**src/rtl/prio_irq_pkg.sv**
```systemverilog
package prio_irq_pkg;
  localparam int NUM_LINES = 16;
  localparam int CODE_W    = 4;

  typedef logic [NUM_LINES-1:0] vec_t;

  localparam vec_t LINE_MASK = 16'hFFFE;

  // word offsets (byte offset / 4)
  localparam logic [5:0] W_LEVEL = 6'd0;
  localparam logic [5:0] W_PEND  = 6'd1;
  localparam logic [5:0] W_ALIAS = 6'd2;
  localparam logic [5:0] W_CLR   = 6'd3;
  localparam logic [5:0] W_STAT  = 6'd4;
  localparam logic [5:0] W_BCAST = 6'd5;
  localparam logic [1:0] RG_MASK  = 2'd1;
  localparam logic [1:0] RG_FORCE = 2'd2;

  function automatic logic [CODE_W-1:0] top_line(vec_t v);
    logic [CODE_W-1:0] r;
    r = '0;
    for (int i = 1; i < NUM_LINES; i++) begin
      if (v[i]) r = CODE_W'(i);
    end
    return r;
  endfunction
endpackage

```
**src/rtl/prio_irq_edge.sv**
```systemverilog
module prio_irq_edge
  import prio_irq_pkg::*;
(
  input  logic clk_i,
  input  logic rst_ni,
  input  vec_t irq_i,
  output vec_t rise_o
);
  vec_t irq_q;

  always_ff @(posedge clk_i or negedge rst_ni) begin
    if (!rst_ni) irq_q <= '0;
    else         irq_q <= irq_i;
  end

  assign rise_o = irq_i & ~irq_q & LINE_MASK;

  AST_RISE_SINGLE: assert property (@(posedge clk_i) disable iff (!rst_ni)
    (|rise_o) |=> ((rise_o & $past(rise_o)) == '0));
endmodule

```
**src/rtl/prio_irq_regs.sv**
```systemverilog
module prio_irq_regs
  import prio_irq_pkg::*;
#(
  parameter int N_CPU = 2
) (
  input  logic                    clk_i,
  input  logic                    rst_ni,
  input  logic                    wr_en_i,
  input  logic [7:0]              addr_i,
  input  logic [31:0]             wdata_i,
  output logic [31:0]             rdata_o,
  input  vec_t                    rise_i,
  input  logic [N_CPU-1:0]        ack_i,
  input  logic [CODE_W*N_CPU-1:0] ack_line_i,
  output vec_t                    level_o,
  output vec_t                    pend_o,
  output logic [NUM_LINES*N_CPU-1:0] mask_o,
  output logic [NUM_LINES*N_CPU-1:0] force_o
);
  logic       aligned;
  logic [5:0] word;
  logic [1:0] region;
  logic [3:0] slot;
  assign aligned = (addr_i[1:0] == 2'b00);
  assign word    = addr_i[7:2];
  assign region  = word[5:4];
  assign slot    = word[3:0];

  vec_t wset, wclr;
  assign wset = wdata_i[15:0] & LINE_MASK;
  assign wclr = wdata_i[31:16] & LINE_MASK;

  logic wr_ok, wr_level, wr_alias, wr_clr, wr_bcast;
  assign wr_ok    = wr_en_i && aligned;
  assign wr_level = wr_ok && (word == W_LEVEL);
  assign wr_alias = wr_ok && (word == W_ALIAS);
  assign wr_clr   = wr_ok && (word == W_CLR);
  assign wr_bcast = wr_ok && (word == W_BCAST);

  vec_t level_q, pend_q, bcast_q, pend_d;
  vec_t mask_q  [N_CPU];
  vec_t force_q [N_CPU];

  vec_t ack_all, bc_rise, loc_rise;
  always_comb begin
    ack_all = '0;
    for (int c = 0; c < N_CPU; c++) begin
      if (ack_i[c]) ack_all[ack_line_i[CODE_W*c +: CODE_W]] = 1'b1;
    end
  end
  assign bc_rise  = rise_i & bcast_q;
  assign loc_rise = rise_i & ~bcast_q;

  // clears first, new requests last so they win
  assign pend_d = (pend_q & ~(wr_clr ? wset : '0) & ~ack_all) | loc_rise;

  always_ff @(posedge clk_i or negedge rst_ni) begin
    if (!rst_ni) begin
      level_q <= '0;
      pend_q  <= '0;
      bcast_q <= '0;
    end else begin
      pend_q <= pend_d;
      if (wr_level) level_q <= wset;
      if (wr_bcast) bcast_q <= wset;
    end
  end

  for (genvar c = 0; c < N_CPU; c++) begin : g_cpu
    logic hit_mask, hit_force;
    vec_t force_d;
    assign hit_mask  = wr_ok && (region == RG_MASK)  && (slot == 4'(c));
    assign hit_force = wr_ok && (region == RG_FORCE) && (slot == 4'(c));

    always_comb begin
      force_d = force_q[c];
      if (hit_force) force_d = (force_d | wset) & ~wclr;
      if ((c == 0) && wr_alias) force_d = wset;
      if (ack_i[c]) force_d[ack_line_i[CODE_W*c +: CODE_W]] = 1'b0;
      force_d = force_d | bc_rise;
    end

    always_ff @(posedge clk_i or negedge rst_ni) begin
      if (!rst_ni) begin
        mask_q[c]  <= '0;
        force_q[c] <= '0;
      end else begin
        force_q[c] <= force_d;
        if (hit_mask) mask_q[c] <= wset;
      end
    end

    assign mask_o[NUM_LINES*c +: NUM_LINES]  = mask_q[c];
    assign force_o[NUM_LINES*c +: NUM_LINES] = force_q[c];

    AST_BCAST_ALL: assert property (@(posedge clk_i) disable iff (!rst_ni)
      (|bc_rise) |=> ((force_q[c] & $past(bc_rise)) == $past(bc_rise)));

    AST_ACK_CLEARS: assert property (@(posedge clk_i) disable iff (!rst_ni)
      (ack_i[c] && !rise_i[ack_line_i[CODE_W*c +: CODE_W]])
      |=> (!pend_q[$past(ack_line_i[CODE_W*c +: CODE_W])] &&
           !force_q[c][$past(ack_line_i[CODE_W*c +: CODE_W])]));
  end

  always_comb begin
    rdata_o = '0;
    if (aligned) begin
      case (word)
        W_LEVEL: rdata_o[15:0] = level_q;
        W_PEND:  rdata_o[15:0] = pend_q;
        W_ALIAS: rdata_o[15:0] = force_q[0];
        W_BCAST: rdata_o[15:0] = bcast_q;
        default: rdata_o = '0;
      endcase
      for (int c = 0; c < N_CPU; c++) begin
        if ((region == RG_MASK)  && (slot == 4'(c))) rdata_o[15:0] = mask_q[c];
        if ((region == RG_FORCE) && (slot == 4'(c))) rdata_o[15:0] = force_q[c];
      end
    end
  end

  assign level_o = level_q;
  assign pend_o  = pend_q;

  AST_CLR_WORKS: assert property (@(posedge clk_i) disable iff (!rst_ni)
    wr_clr |=> ((pend_q & $past(wset & ~rise_i)) == '0));

  AST_PEND_RO: assert property (@(posedge clk_i) disable iff (!rst_ni)
    (wr_en_i && (addr_i == 8'h04) && (rise_i == '0) && (ack_i == '0))
    |=> (pend_q == $past(pend_q)));

  AST_NEW_WINS: assert property (@(posedge clk_i) disable iff (!rst_ni)
    (|loc_rise) |=> ((pend_q & $past(loc_rise)) == $past(loc_rise)));
endmodule

```
**src/rtl/prio_irq_sel.sv**
```systemverilog
module prio_irq_sel
  import prio_irq_pkg::*;
(
  input  logic              clk_i,
  input  logic              rst_ni,
  input  vec_t              pend_i,
  input  vec_t              force_i,
  input  vec_t              mask_i,
  input  vec_t              level_i,
  output logic [CODE_W-1:0] req_o
);
  vec_t act, hi_grp, lo_grp;
  assign act    = (pend_i | force_i) & mask_i;
  assign hi_grp = act & level_i;
  assign lo_grp = act & ~level_i;

  logic [CODE_W-1:0] req_d;
  assign req_d = (|hi_grp) ? top_line(hi_grp) : top_line(lo_grp);

  always_ff @(posedge clk_i or negedge rst_ni) begin
    if (!rst_ni) req_o <= '0;
    else         req_o <= req_d;
  end

  AST_REQ_ACTIVE: assert property (@(posedge clk_i) disable iff (!rst_ni)
    (req_o != '0) |-> ((($past(act) >> req_o) & 16'd1) == 16'd1));

  AST_HIGH_FIRST: assert property (@(posedge clk_i) disable iff (!rst_ni)
    (|hi_grp) |=> ((req_o != '0) &&
                   ((($past(level_i) >> req_o) & 16'd1) == 16'd1)));
endmodule

```
**src/rtl/prio_irq_ctrl.sv**
```systemverilog
module prio_irq_ctrl
  import prio_irq_pkg::*;
#(
  parameter int N_CPU = 2
) (
  input  logic                    clk_i,
  input  logic                    rst_ni,
  input  logic                    wr_en_i,
  input  logic [7:0]              addr_i,
  input  logic [31:0]             wdata_i,
  output logic [31:0]             rdata_o,
  input  logic [15:0]             irq_i,
  input  logic [N_CPU-1:0]        ack_i,
  input  logic [4*N_CPU-1:0]      ack_line_i,
  output logic [4*N_CPU-1:0]      irq_lvl_o
);
  vec_t rise, level, pend;
  logic [NUM_LINES*N_CPU-1:0] mask_all, force_all;

  prio_irq_edge u_edge (
    .clk_i  (clk_i),
    .rst_ni (rst_ni),
    .irq_i  (irq_i),
    .rise_o (rise)
  );

  prio_irq_regs #(.N_CPU(N_CPU)) u_regs (
    .clk_i      (clk_i),
    .rst_ni     (rst_ni),
    .wr_en_i    (wr_en_i),
    .addr_i     (addr_i),
    .wdata_i    (wdata_i),
    .rdata_o    (rdata_o),
    .rise_i     (rise),
    .ack_i      (ack_i),
    .ack_line_i (ack_line_i),
    .level_o    (level),
    .pend_o     (pend),
    .mask_o     (mask_all),
    .force_o    (force_all)
  );

  for (genvar c = 0; c < N_CPU; c++) begin : g_sel
    prio_irq_sel u_sel (
      .clk_i   (clk_i),
      .rst_ni  (rst_ni),
      .pend_i  (pend),
      .force_i (force_all[NUM_LINES*c +: NUM_LINES]),
      .mask_i  (mask_all[NUM_LINES*c +: NUM_LINES]),
      .level_i (level),
      .req_o   (irq_lvl_o[CODE_W*c +: CODE_W])
    );
  end
endmodule

```
**config.mk**
```make
export PLATFORM = sky130hd
export DESIGN_NAME = prio_irq_ctrl
export DESIGN_NICKNAME = d
export VERILOG_FILES = /design/src/rtl/prio_irq_pkg.sv /design/src/rtl/prio_irq_edge.sv /design/src/rtl/prio_irq_regs.sv /design/src/rtl/prio_irq_sel.sv /design/src/rtl/prio_irq_ctrl.sv
export SDC_FILE = /design/constraint.sdc
export NUM_CORES = 1
export LEC_CHECK = 0
export ABC_AREA = 1
export BUFFER_PORTS_ARGS = -buffer_cell sky130_fd_sc_hd__clkbuf_2
export CAP_MARGIN = 5
export CORE_AREA = 2 2 119 121
export CTS_BUF_LIST = sky130_fd_sc_hd__clkbuf_4 sky130_fd_sc_hd__clkbuf_8
export CTS_CLUSTER_DIAMETER = 150
export DETAILED_ROUTE_END_ITERATION = 8
export DIE_AREA = 0 0 121 123
export PLACE_DENSITY = 0.8
export SYNTH_ARGS = -nofsm -noshare
export SYNTH_HDL_FRONTEND = slang
export SYNTH_SLANG_ARGS = --single-unit
export TNS_END_PERCENT = 5
```
**constraint.sdc**
```tcl
create_clock -name clk_i -period 2.4 [get_ports clk_i]
set_clock_uncertainty 0.15 [all_clocks]
set_input_delay 0.36 -clock clk_i [delete_from_list [all_inputs] [get_ports clk_i]]
set_output_delay 0.36 -clock clk_i [all_outputs]
set_load 0.005 [all_outputs]
```
==> metrics.md <==
| Metric | Value |
|---|---|
| Worst VDD drop | `roughly 0.00043 V` |
| Fin nets | `around 1,300` |
| Crit path capture | `rdata_o[6]` |
| Non-filler instance count after layout | `1,416` |
| FF-to-FF End | `g_sel[1].u_sel.req_o[0]$_DFF_PN0_` |
| Worst R2R Start | `u_regs.pend_o[14]$_DFF_PN0_` |
| GRT Total Usage | `between 30% and 40%` |
| TritonCTS buffer count | `17` |
| Area Growth Syn to Fin | `18.53%` |
| I/O pin count | `approximately 110` |
| Hold Fails Final Rpt | `0` |
| Global placement routability congestion | `0.9818` |
| FP Rows | `43` |
| Grt ovf | `0` |
| Die ar. | `approximately 15,000 um^2` |
| Most common cell after layout, fill and taps aside | `nand2_1` |
| Final worst path period share | `100.1%` |
| Max-slew violations | `0` |
| Global-route wire length before repair | `~38 mm` |
| Asr flop ratio synth | `100.0%` |
| Reg2Reg Setup Slack | `around 0.43 ns` |
| Synth Warn # | `0` |
| Worst-path clk slew | `~0.08 ns` |
| Post-route ant nets | `0` |
| Sequential area share after synthesis | `a little over two fifths` |
| Post-placement worst setup slack | `-0.007321 ns` |
| Leak | `between 4 and 5 nW` |
| Post-synthesis cell type count | `34` |
| Largest net degree at the start of global routing | `48` |
| Area of the multi-input gates | `3779 um^2` |
| Port bufs | `a little under 90` |
| Commonest cells after routing, fill and taps aside | `nand2_1 (302), inv_1 (145), dfrtp_1 (130)` |
| Worst skew pair latency | `0.46 ns` |
| Synth Register Bits | `~130` |
| CTS tree | `done` |
| Vias per cell | `5.752` |
| Vias in the first global route | `around 7,400` |
| CTS Buffer Depth | `2` |
| Setup slack after layout | `-0.003380 ns` |
| Tmin final | `between 2 and 2.5 ns` |
| Initial antenna violation count | `0` |
| Post-Syn Area | `7812 um^2` |
| Initial Utilization | `57.39%` |
| Antenna diodes | `0` |
| RSZ-0062 raised after global routing | `true` |
| R2R depth | `12` |
| Pwr Total | `~5.2 mW` |
| Wire length per cell | `~17 um` |
| CP max FO | `10` |
| H-tree Lvls | `4` |
| Die Height | `around 120 um` |
| Status | `finished with violations` |
| First-pass iteration count of the detailed router | `6` |
| DP HPWL | `~19 mm` |
| Post-Synthesis Cells | `between 1,000 and 1,500` |
| # clock sinks | `roughly 130` |
| Setup CP Type | `in -> out` |
| Register area | `around 3300 um^2` |
| Layout cell share with drive strength beyond 1 | `between 10% and 20%` |
| Final setup vio count | `1` |
| Dpl cells | `between 1,000 and 1,500` |
| Root Buffer | `clkbuf_8` |
| F_max | `roughly 420 MHz` |
| Core box area | `13,610 um^2` |
| Violated checks | `setup timing` |
| Syn_area_per_cell | `7.135 um^2` |
| Max-cap violations | `0` |
| Setup crit start | `addr_i[4]` |
| Die span in x | `approximately 120 um` |
| Vias | `just over 8,000` |
| Worst setup EP type | `output pin` |
| Worst hold path type | `in -> reg` |
| Final WL | `~25 mm` |
| Number of remaining DRC errors | `0` |
| Synth Flop Type | `dfrtp_1` |
| Worst setup SP type | `primary input` |
| Iter 0 DRT Violations | `slightly above 900` |
| Filler cells | `1,164` |
| Post-synth EDFFs | `0` |
| Worst path required time | `approximately 1.9 ns` |
| Arrival @ worst endpoint | `~1.9 ns` |
| Pwr Density | `558.3 nW/um^2` |
-- cells in the mapped netlist, types with 2 or more instances --
library cell,n,area (um^2)
o311ai_0,2,17.52
a21oi_2,2,17.52
a31oi_1,6,37.54
buf_2,10,50.05
nand2_2,7,43.79
nand3_1,46,230.2
nor2_4,3,33.78
a211oi_1,23,172.7
o31ai_1,14,105.1
nor3_1,11,55.05
a21oi_1,64,320.3
o211ai_1,6,45.04
nand2_1,302,1134
nor2_1,79,296.5
o211ai_2,7,87.58
o21bai_1,2,15.01
inv_2,11,41.29
inv_1,147,551.8
o2111ai_1,7,61.31
o21ai_1,11,55.05
buf_4,19,142.6
o21a_1,5,37.54
o21ai_0,129,645.6
o221ai_1,8,70.07
clkbuf_1,17,63.81
nand2_4,2,22.52
dfrtp_1,131,3278
o22ai_1,18,112.6
-- layer usage --
metal	vias up	GRT usage, %	part of all wire (%)	routed length, um
met4	0	13.44	3.2	788
met3	75	6.089	10	2479
met1	3744	48.11	42	10380
met2	500	51.90	45	10990
met5	-	0	0	0
li1	3826	-	-	-
-- layout make-up --
type	count	area share [%]
Sequential cell	131	35.41
Inverter	159	6.661
Clock inverter	13	1.121
Tap cell	180	2.432
Multi-Input combinational cell	773	40.81
Clock buffer	18	2.675
Timing Repair Buffer	142	10.89
-- logic make-up after synthesis --
kind of cell,count (synthesis),synth area share (%)
AOI/OAI and AO/OA,304,23.05
buffers and inverters,206,11.10
DFF,131,41.96
other,1,0.04800
and+or+nand+nor,453,23.85
-- through the flow --
stage | cell area [um^2] | TNS [ns] | hold slack [ns] | utilization [%]
final | 9260 | -0.003380 | 0.03480 | 68.03
after CTS | 9138 | -0.01358 | 0.01795 | 67.13
after detailed placement | 8621 | -0.007321 | 0.1819 | 63.33
after global routing | 9260 | -0.2152 | 0.03425 | 68.03
after global placement | 8621 | 0 | 0.1758 | 63.33
after floorplan | 7869 | 0 | -0.08559 | -
-- registers in the layout, summed over array words and instances, names as in the netlist --
| register | flops |
|---|---|
| g_sel.u_sel.req_o | 8 |
| u_regs.bcast_q | 15 |
| u_regs.force_o | 32 |
| u_regs.level_o | 15 |
| u_regs.mask_o | 30 |
| u_regs.pend_o | 16 |
| u_edge.irq_q | 15 |
-- worst max-delay path, cell delays in order --
cell and delay [ns]:
buf_6 0.10, inv_2 0.06, nand2_4 0.06, buf_12 0.12
buf_4 0.13, nor4_4 0.14, inv_2 0.09, nand2_4 0.09
inv_6 0.07, o211ai_2 0.14, a21oi_1 0.08, a211oi_1 0.21
buf_4 0.15, buf_6 0.09
-- worst min-delay path by stage --
stage | slack (ns) | start | depth (start not counted) | endpoint
finish | 0.03 | wdata_i[20] | 4 | u_regs.force_o[20]$_DFF_PN0_
detailed placement | 0.18 | rst_ni | 1 | u_regs.level_o[1]$_DFFE_PN0P_
global route | 0.03 | wdata_i[27] | 4 | u_regs.force_o[27]$_DFF_PN0_
CTS | 0.02 | wdata_i[28] | 4 | u_regs.force_o[28]$_DFF_PN0_
floorplan | -0.09 | rst_ni | 0 | g_sel[0].u_sel.req_o[0]$_DFF_PN0_
global placement | 0.18 | rst_ni | 1 | u_regs.mask_o[1]$_DFFE_PN0P_
-- power breakdown --
| group | switching (mW) | internal, mW |
|---|---|---|
| Sequential | 0.127 | 2.41 |
| Clock | 0.962 | 0.747 |
| Combinational | 0.597 | 0.324 |
| Total | 1.69 | 3.48 |
-- timing repair --
action                     in CTS  in global routing
pin swaps                       0                  4
hold endpoints to repair       61                  0
gates resized for setup         1                 25
buffers inserted                0                  3
setup endpoints to repair       2                 15
hold buffers                   16                  0
Power figures use the tool's default switching activity.
